`config.mk`:
```
export PLATFORM = sky130hd
export DESIGN_NAME = fa_tag_cache
export DESIGN_NICKNAME = d
export VERILOG_FILES = /design/src/rtl/ftc_pkg.sv /design/src/rtl/ftc_tag_match.sv /design/src/rtl/ftc_victim_pick.sv /design/src/rtl/ftc_age_file.sv /design/src/rtl/fa_tag_cache.sv
export SDC_FILE = /design/constraint.sdc
export NUM_CORES = 1
export LEC_CHECK = 0
export BUFFER_PORTS_ARGS = -buffer_cell sky130_fd_sc_hd__buf_2
export CAP_MARGIN = 20
export CORE_AREA = 2 2 167 169
export CTS_CLUSTER_DIAMETER = 120
export DETAILED_ROUTE_END_ITERATION = 6
export DIE_AREA = 0 0 169 171
export GPL_TIMING_DRIVEN = 0
export PLACE_DENSITY_LB_ADDON = 0.15
export RECOVER_POWER = 100
export SYNTH_ARGS = -nofsm -noshare
export SYNTH_HDL_FRONTEND = slang
export SYNTH_HIERARCHICAL = 1
export SYNTH_SLANG_ARGS = --single-unit
```
`constraint.sdc`:
```
create_clock -name clk -period 4.9 [get_ports clk]
set_input_delay 0.735 -clock clk [delete_from_list [all_inputs] [get_ports clk]]
set_output_delay 0.735 -clock clk [all_outputs]
set_load 0.05 [all_outputs]
```
`src/rtl/ftc_pkg.sv`:
```
package ftc_pkg;
  typedef enum logic {EVICT_LRU = 1'b0, EVICT_MRU = 1'b1} evict_e;
endpackage

```
`src/rtl/ftc_tag_match.sv`:
```
module ftc_tag_match #(
  parameter int TAG_W = 27,
  parameter int LINES = 8,
  localparam int IDX_W = $clog2(LINES)
) (
  input  logic [LINES-1:0][TAG_W-1:0] line_tag,
  input  logic [LINES-1:0]            line_valid,
  input  logic [TAG_W-1:0]            look_tag,
  output logic [LINES-1:0]            hit_vec,
  output logic                        hit_any,
  output logic [IDX_W-1:0]            hit_idx
);
  for (genvar g = 0; g < LINES; g++) begin : g_cmp
    assign hit_vec[g] = line_valid[g] && (line_tag[g] == look_tag);
  end

  assign hit_any = |hit_vec;

  always_comb begin
    hit_idx = '0;
    for (int i = 0; i < LINES; i++) begin
      if (hit_vec[i]) hit_idx = hit_idx | IDX_W'(i);
    end
  end
endmodule

```
`src/rtl/ftc_victim_pick.sv`:
```
module ftc_victim_pick import ftc_pkg::*; #(
  parameter int     LINES  = 8,
  parameter evict_e POLICY = EVICT_LRU,
  localparam int IDX_W = $clog2(LINES),
  localparam int AGE_W = $clog2(LINES)
) (
  input  logic [LINES-1:0]            line_valid,
  input  logic [LINES-1:0][AGE_W-1:0] line_age,
  output logic [IDX_W-1:0]            victim_idx
);
  logic [AGE_W-1:0] target_age;

  if (POLICY == EVICT_LRU) begin : g_lru
    assign target_age = AGE_W'(LINES - 1);
  end else begin : g_mru
    assign target_age = '0;
  end

  logic             empty_found;
  logic [IDX_W-1:0] empty_idx;
  logic [IDX_W-1:0] aged_idx;

  always_comb begin
    empty_found = 1'b0;
    empty_idx   = '0;
    for (int i = 0; i < LINES; i++) begin
      if (!line_valid[i] && !empty_found) begin
        empty_found = 1'b1;
        empty_idx   = IDX_W'(i);
      end
    end
  end

  always_comb begin
    aged_idx = '0;
    for (int i = 0; i < LINES; i++) begin
      if (line_age[i] == target_age) aged_idx = IDX_W'(i);
    end
  end

  assign victim_idx = empty_found ? empty_idx : aged_idx;
endmodule

```
`src/rtl/ftc_age_file.sv`:
```
module ftc_age_file #(
  parameter int LINES = 8,
  localparam int IDX_W = $clog2(LINES),
  localparam int AGE_W = $clog2(LINES)
) (
  input  logic                        clk,
  input  logic                        rst_n,
  input  logic                        touch_en,
  input  logic [IDX_W-1:0]            touch_idx,
  input  logic [LINES-1:0]            line_valid,
  output logic [LINES-1:0][AGE_W-1:0] line_age
);
  logic [LINES-1:0][AGE_W-1:0] age_q, age_d;
  logic [AGE_W:0]              ref_age;

  // An empty line counts as older than every resident line.
  assign ref_age = line_valid[touch_idx] ? {1'b0, age_q[touch_idx]}
                                         : (AGE_W+1)'(LINES);

  always_comb begin
    age_d = age_q;
    if (touch_en) begin
      for (int i = 0; i < LINES; i++) begin
        if (IDX_W'(i) == touch_idx) begin
          age_d[i] = '0;
        end else if (line_valid[i] && ({1'b0, age_q[i]} < ref_age)) begin
          age_d[i] = age_q[i] + AGE_W'(1);
        end
      end
    end
  end

  always_ff @(posedge clk or negedge rst_n) begin
    if (!rst_n) age_q <= '0;
    else        age_q <= age_d;
  end

  assign line_age = age_q;
endmodule

```
`src/rtl/fa_tag_cache.sv`:
```
module fa_tag_cache import ftc_pkg::*; #(
  parameter int     ADDR_W     = 32,
  parameter int     LINE_BYTES = 32,
  parameter int     LINES      = 8,
  parameter int     CNT_W      = 16,
  parameter evict_e POLICY     = EVICT_LRU
) (
  input  logic              clk,
  input  logic              rst_n,
  input  logic              req_valid,
  input  logic [ADDR_W-1:0] req_addr,
  output logic              rsp_valid,
  output logic              rsp_hit,
  output logic [CNT_W-1:0]  hit_count,
  output logic [CNT_W-1:0]  miss_count
);
  localparam int OFF_W = $clog2(LINE_BYTES);
  localparam int TAG_W = ADDR_W - OFF_W;
  localparam int IDX_W = $clog2(LINES);
  localparam int AGE_W = $clog2(LINES);

  logic [LINES-1:0][TAG_W-1:0] tag_q, tag_d;
  logic [LINES-1:0]            valid_q, valid_d;
  logic [TAG_W-1:0]            look_tag;
  logic [LINES-1:0]            hit_vec;
  logic                        hit_any;
  logic [IDX_W-1:0]            hit_idx, victim_idx, touch_idx;
  logic [LINES-1:0][AGE_W-1:0] line_age;
  logic [CNT_W-1:0]            hit_cnt_d, miss_cnt_d;
  logic                        rsp_valid_d, rsp_hit_d;

  assign look_tag = req_addr[ADDR_W-1:OFF_W];

  ftc_tag_match #(.TAG_W(TAG_W), .LINES(LINES)) u_match (
    .line_tag  (tag_q),
    .line_valid(valid_q),
    .look_tag  (look_tag),
    .hit_vec   (hit_vec),
    .hit_any   (hit_any),
    .hit_idx   (hit_idx)
  );

  ftc_victim_pick #(.LINES(LINES), .POLICY(POLICY)) u_victim (
    .line_valid(valid_q),
    .line_age  (line_age),
    .victim_idx(victim_idx)
  );

  assign touch_idx = hit_any ? hit_idx : victim_idx;

  ftc_age_file #(.LINES(LINES)) u_age (
    .clk       (clk),
    .rst_n     (rst_n),
    .touch_en  (req_valid),
    .touch_idx (touch_idx),
    .line_valid(valid_q),
    .line_age  (line_age)
  );

  // Next-state logic
  always_comb begin
    tag_d       = tag_q;
    valid_d     = valid_q;
    hit_cnt_d   = hit_count;
    miss_cnt_d  = miss_count;
    rsp_valid_d = req_valid;
    rsp_hit_d   = 1'b0;
    if (req_valid) begin
      rsp_hit_d = hit_any;
      if (hit_any) begin
        hit_cnt_d = hit_count + CNT_W'(1);
      end else begin
        miss_cnt_d           = miss_count + CNT_W'(1);
        tag_d[victim_idx]    = look_tag;
        valid_d[victim_idx]  = 1'b1;
      end
    end
  end

  // Registers with reset
  always_ff @(posedge clk or negedge rst_n) begin
    if (!rst_n) begin
      valid_q    <= '0;
      hit_count  <= '0;
      miss_count <= '0;
      rsp_valid  <= 1'b0;
      rsp_hit    <= 1'b0;
    end else begin
      valid_q    <= valid_d;
      hit_count  <= hit_cnt_d;
      miss_count <= miss_cnt_d;
      rsp_valid  <= rsp_valid_d;
      rsp_hit    <= rsp_hit_d;
    end
  end

  // Tag storage needs no reset; a line is ignored until its valid bit is set.
  always_ff @(posedge clk) begin
    if (req_valid && !hit_any) tag_q <= tag_d;
  end
endmodule

```
### Word-level counts from Yosys, hierarchy flattened

Cells that the tools add are included.

* register bits after elaboration: 282
* input bits: 35
* output and inout port bits: 34
* logic and storage cells: 184

* $add $sub $neg: 10
* $lt $le $gt $ge: 11
* equality and inequality tests: 22
* mux-type cells: 58
* bitwise logic cells: 2
* reduce and logical (&&, ||, !) cells: 60

Operators by type and width (number)
* 216-bit bitwise mux: 1
* 27-bit equality test: 8
* 3-bit two-way mux: 31
* 27-bit demux with 3-bit select: 1
* 16-bit by 1-bit adder with 16-bit output, second input constant: 2
* 3-bit by 4-bit < comparator with 1-bit output: 8
* 27-bit two-way mux: 1
* 1-bit logical AND: 25
* 3-bit by 1-bit adder with 3-bit output, second input constant: 8
* 3-bit equality test, second input constant: 7
* 2-bit AND reduction: 10
* 2-bit nonzero test: 8
* 1-bit zero test: 14
* 1-bit two-way mux: 14
* 3-bit equality test, first input constant: 4
* 2-bit two-way mux: 6
* 3-bit binary-select mux with 3-bit select: 1
* 3-bit by 4-bit < comparator with 1-bit output, second input constant: 2
* 8-bit bitwise OR: 1
* 8-bit OR reduction: 1
* 2-bit by 3-bit equality test with 1-bit output, first input constant: 2
* 4-bit two-way mux: 1
* 1-bit binary-select mux with 3-bit select: 1
* 1-bit demux with 3-bit select: 1
* 5 further kinds: 5

### Logic depth before layout (Yosys ltp)

* depth after elaboration: 30
* mapped depth: 20
* mapped depth without buffers: 18

### Hierarchy

The synthesis kept the hierarchy.

Modules (own cells, without submodules)
* fa_tag_cache: times used 1, cells each 364, area each 8314.2 µm², sequential area each 7537.2 µm²
* ftc_tag_match: times used 1, cells each 326, area each 2663.8 µm², sequential area each 0.0 µm²
* ftc_age_file: times used 1, cells each 196, area each 2180.8 µm², sequential area each 600.6 µm²
* ftc_victim_pick: times used 1, cells each 28, area each 153.9 µm², sequential area each 0.0 µm²

### Worst setup path before layout

OpenSTA, ideal clock, no wires.

* path type: in2reg
* start point: input port req_addr[30]
* end point: register tag_q[27] (netlist name), enable pin
* library setup time: 0.491 ns
* arrival: 5.167 ns
* data required time: 4.409 ns
* setup slack: -0.758 ns
* stages: 9
* buffers on the path: 1
* path through: buf_4 xnor2_1 nand4_1 or4_4 nor4_4 nand4b_1 or4_1 nand2b_4 nor4b_1

* longest elaborated chain between the ends: 6
* elaborated cells between the ends (all ways): 21
* classes of those cells: eq/ne (8); bitwise (1); reduce/logical (12)

Ends and longest elaborated chain
* start, declared: line fa_tag_cache.sv:11 `input logic [ADDR_W-1:0] req_addr,`
* 27-bit equality test (*): line ftc_tag_match.sv:14 `assign hit_vec[g] = line_valid[g] && (line_tag[g] == look_tag);`
* 1-bit logical AND (*): line ftc_tag_match.sv:14
* via hit_vec[7]: line fa_tag_cache.sv:25 `logic [LINES-1:0] hit_vec;`
* 8-bit OR reduction (*): line ftc_tag_match.sv:17 `assign hit_any = |hit_vec;`
* via hit_any: line fa_tag_cache.sv:26 `logic hit_any;`
* 1-bit zero test: line fa_tag_cache.sv:99 `if (req_valid && !hit_any) tag_q <= tag_d;`
* 1-bit logical AND: line fa_tag_cache.sv:99
* 3-bit AND reduction (no source line) (*)
* end signal, assigned: line fa_tag_cache.sv:99
* end, declared: line fa_tag_cache.sv:22 `logic [LINES-1:0][TAG_W-1:0] tag_q, tag_d;`

Mark *: on every way through the listed nets, which the timed path passes. The rest lies on a longest branch.
A chain may end at the register's enable or synchronous reset.

### Final worst setup path

* start point: input port req_addr[9]
* end point: register u_age.age_q (netlist bit u_age/line_age[11])

* elaborated cells between the ends (all ways): 36
* classes of those cells: order compare (1); eq/ne (9); mux (14); reduce/logical (12)

RTL lines
* 27-bit equality test (*): line ftc_tag_match.sv:14
* 1-bit logical AND (*): line ftc_tag_match.sv:14
* via hit_vec[7]: line fa_tag_cache.sv:25
* 3-bit two-way mux (*): line ftc_tag_match.sv:22 `if (hit_vec[i]) hit_idx = hit_idx | IDX_W'(i);`
* via hit_idx[1]: line fa_tag_cache.sv:27 `logic [IDX_W-1:0] hit_idx, victim_idx, touch_idx;`
* 3-bit two-way mux (*): line fa_tag_cache.sv:49 `assign touch_idx = hit_any ? hit_idx : victim_idx;`
* 3-bit binary-select mux with 3-bit select / 1-bit binary-select mux with 3-bit select (equally long branches): line ftc_age_file.sv:17 `assign ref_age = line_valid[touch_idx] ? {1'b0, age_q[touch_idx]}`
* 3-bit two-way mux (implied by the code) / 1-bit two-way mux (equally long branches): line ftc_age_file.sv:17
* 4-bit two-way mux: line ftc_age_file.sv:17
* 3-bit by 4-bit < comparator with 1-bit output: line ftc_age_file.sv:26 `end else if (line_valid[i] && ({1'b0, age_q[i]} < ref_age)) begin`
* 1-bit logical AND: line ftc_age_file.sv:26
* 2-bit nonzero test (no source line)
* 2-bit AND reduction (no source line)
* end signal, assigned: line ftc_age_file.sv:35 `else age_q <= age_d;`
* end, declared: line ftc_age_file.sv:13 `logic [LINES-1:0][AGE_W-1:0] age_q, age_d;`

Mark *: on every way through the listed nets, which the timed path passes. The rest lies on a longest branch. The select of a mux whose other input is x is not followed.

==> flow_summary.toml <==
[status]
status = "finished with violations"
violations = "capacitance limit, slew limit"

[timing]
finClkSkew_ps = 13.9
setup_viol = 0
timing.final.max_slew_violations = 67
timing.final.crit_period_ps = 4750
tns_ps = 0
relSlewSlack = -1.35
max_freq_mhz = 210
tightestPinTransition_ps = 3530
finalHoldViolCount = 0
period_share = 0.970

[setup_path]
crit_fanout = 10
end_kind = "register"
critPathArrivalTime_ps = 5200
r2r_slack_ps = 300
critical_path_class = "input port to register"
crit_end = "u_age/line_age[11]"
worstSetupStartpointType = "input port"
worstRegToRegCells = 19
r2r_start = "valid_q[5]"
worstPathRequired_ps = 5350
startpoint = "req_addr[9]"
reg2reg_to = "u_age/line_age[11]"

[final_layout]
final_common_cell = "edfxtp_1"
antenna_cells = 0
final_cell_mix = "edfxtp_1, xnor2_1, xor2_1, dfrtp_1, clkbuf_1"
fillers = 2290
drive_gt1_frac = 0.173
register_area_mm2 = 0.00814
multi_input_area_mm2 = 0.00500
fin_cells = 1401
area_growth_pct = 15.5
final_nets = 1094

[detailed_routing]
first_pass_iters = 5
drc = 0
routedWlPerCell_um = 23.1
drtIter0Drc = 552
totalWireLength_mm = 32.3
postRouteAntennaNets = 0
num_vias = 7874
viasPerCell = 5.62

[yosys]
syn-num-nets = 971
avgSynthCellArea_um2 = 14.6
syn-cell-area_mm2 = 0.0133
yosysWarnings = 6
netlist_instances = 910

[grt]
grt_pass1_wl_mm = 48.8
grt-ovfl-total = 0
globalRouteTotalUtil = 0.230
grt_max_degree = 67
grt_pass1_vias = 7780
antenna_found_initial = 1

[clock_tree]
cts_buffer_depth = 3
cts.sinks = 282
cts_tree = "yes"
clk_pin_slew_worst_paths_ps = 50
clk_latency_ps = 570
cts-buffers-inserted = 31
ctsHtreeMaxLevel = 1
root_buffer = "clkbuf_16"
cts_hold_buf = 0

[floorplanning]
die_height_um = 171
ios = 69
die_x_um = 169
start_util = 0.487
core_mm2 = 0.0273
die-area_mm2 = 0.0289
rows = 61

[min_path]
min_path_type = "input port to register"
whs_path_depth = 1

[job]
drv_cap = 1

[place]
place_inst = 1338
hpwl_mm = 22.7
gp_congestion = 0.801
io_buffers = 63
==> how the worst min path moves through the flow <==
stage | startpoint | endpoint | slack (ps)
after floorplan | rst_n | hit_count[0] | 440
after global placement | hit_count[15] | hit_count[15] | 460
after detailed placement | hit_count[15] | hit_count[15] | 460
after CTS | rst_n | hit_count[13] | 300
after global routing | req_valid | rsp_valid | 400
final | req_valid | rsp_valid | 400
==> sequential cells by signal, summed over array words and instances, names as in the netlist <==
| register | flops |
|---|---|
| tag_q | 216 |
| u_age/line_age | 24 |
| hit_count | 16 |
| miss_count | 16 |
| valid_q | 8 |
| rsp_hit | 1 |
| rsp_valid | 1 |
==> stage by stage <==
stage,utilization,area [um^2],setup slack [ps],hold slack (ps)
after detailed placement,0.527,14400,-1480,461
after CTS,0.571,15600,3.28,305
final,0.562,15400,145,404
after floorplan,-,13300,0.246,439
after global placement,0.515,14100,-2600,457
after global routing,0.562,15400,-64.3,396
==> area by class of cell <==
| cell class | count | area share |
|---|---|---|
| buffer | 33 | 0.0210 |
| clock inverter | 13 | 0.00847 |
| timing repair buffer | 90 | 0.0287 |
| clock buffer | 42 | 0.0552 |
| multi-input combinational | 582 | 0.325 |
| sequential | 282 | 0.530 |
| inverter | 13 | 0.00318 |
| tap | 346 | 0.0282 |
==> metal layers <==
| metal | track usage | share of wire |
|---|---|---|
| met4 | 0.0676 | 0.030 |
| met2 | 0.401 | 0.50 |
| met5 | 0 | 0.00040 |
| met1 | 0.303 | 0.43 |
| met3 | 0.0271 | 0.040 |
==> critical path, cell delays in order <==
cell and delay [ps]:
buf_2 260, buf_6 250, xnor2_2 120, nand4_1 130
or4_4 560, nor4_4 170, nand4b_1 210, or4_4 200
mux2_4 330, buf_4 180, mux2i_1 130, a22oi_2 180
o21ai_1 100, a21oi_2 150, nand2_2 100, clkbuf_2 150
ha_1 270, o21ai_0 150, and3b_1 230, a221oi_4 60
o211a_1 240, a211o_1 270
==> what timing repair did <==
action / in CTS / in global routing
setup endpoints to repair: 24 / 24
resized for setup: 43 / 25
pin swaps: 8 / 8
buffers inserted: 5 / 3
Power is left out: the tool's default activity adds up to more than one toggle a clock period on the data nets, which glitch-free logic cannot reach.
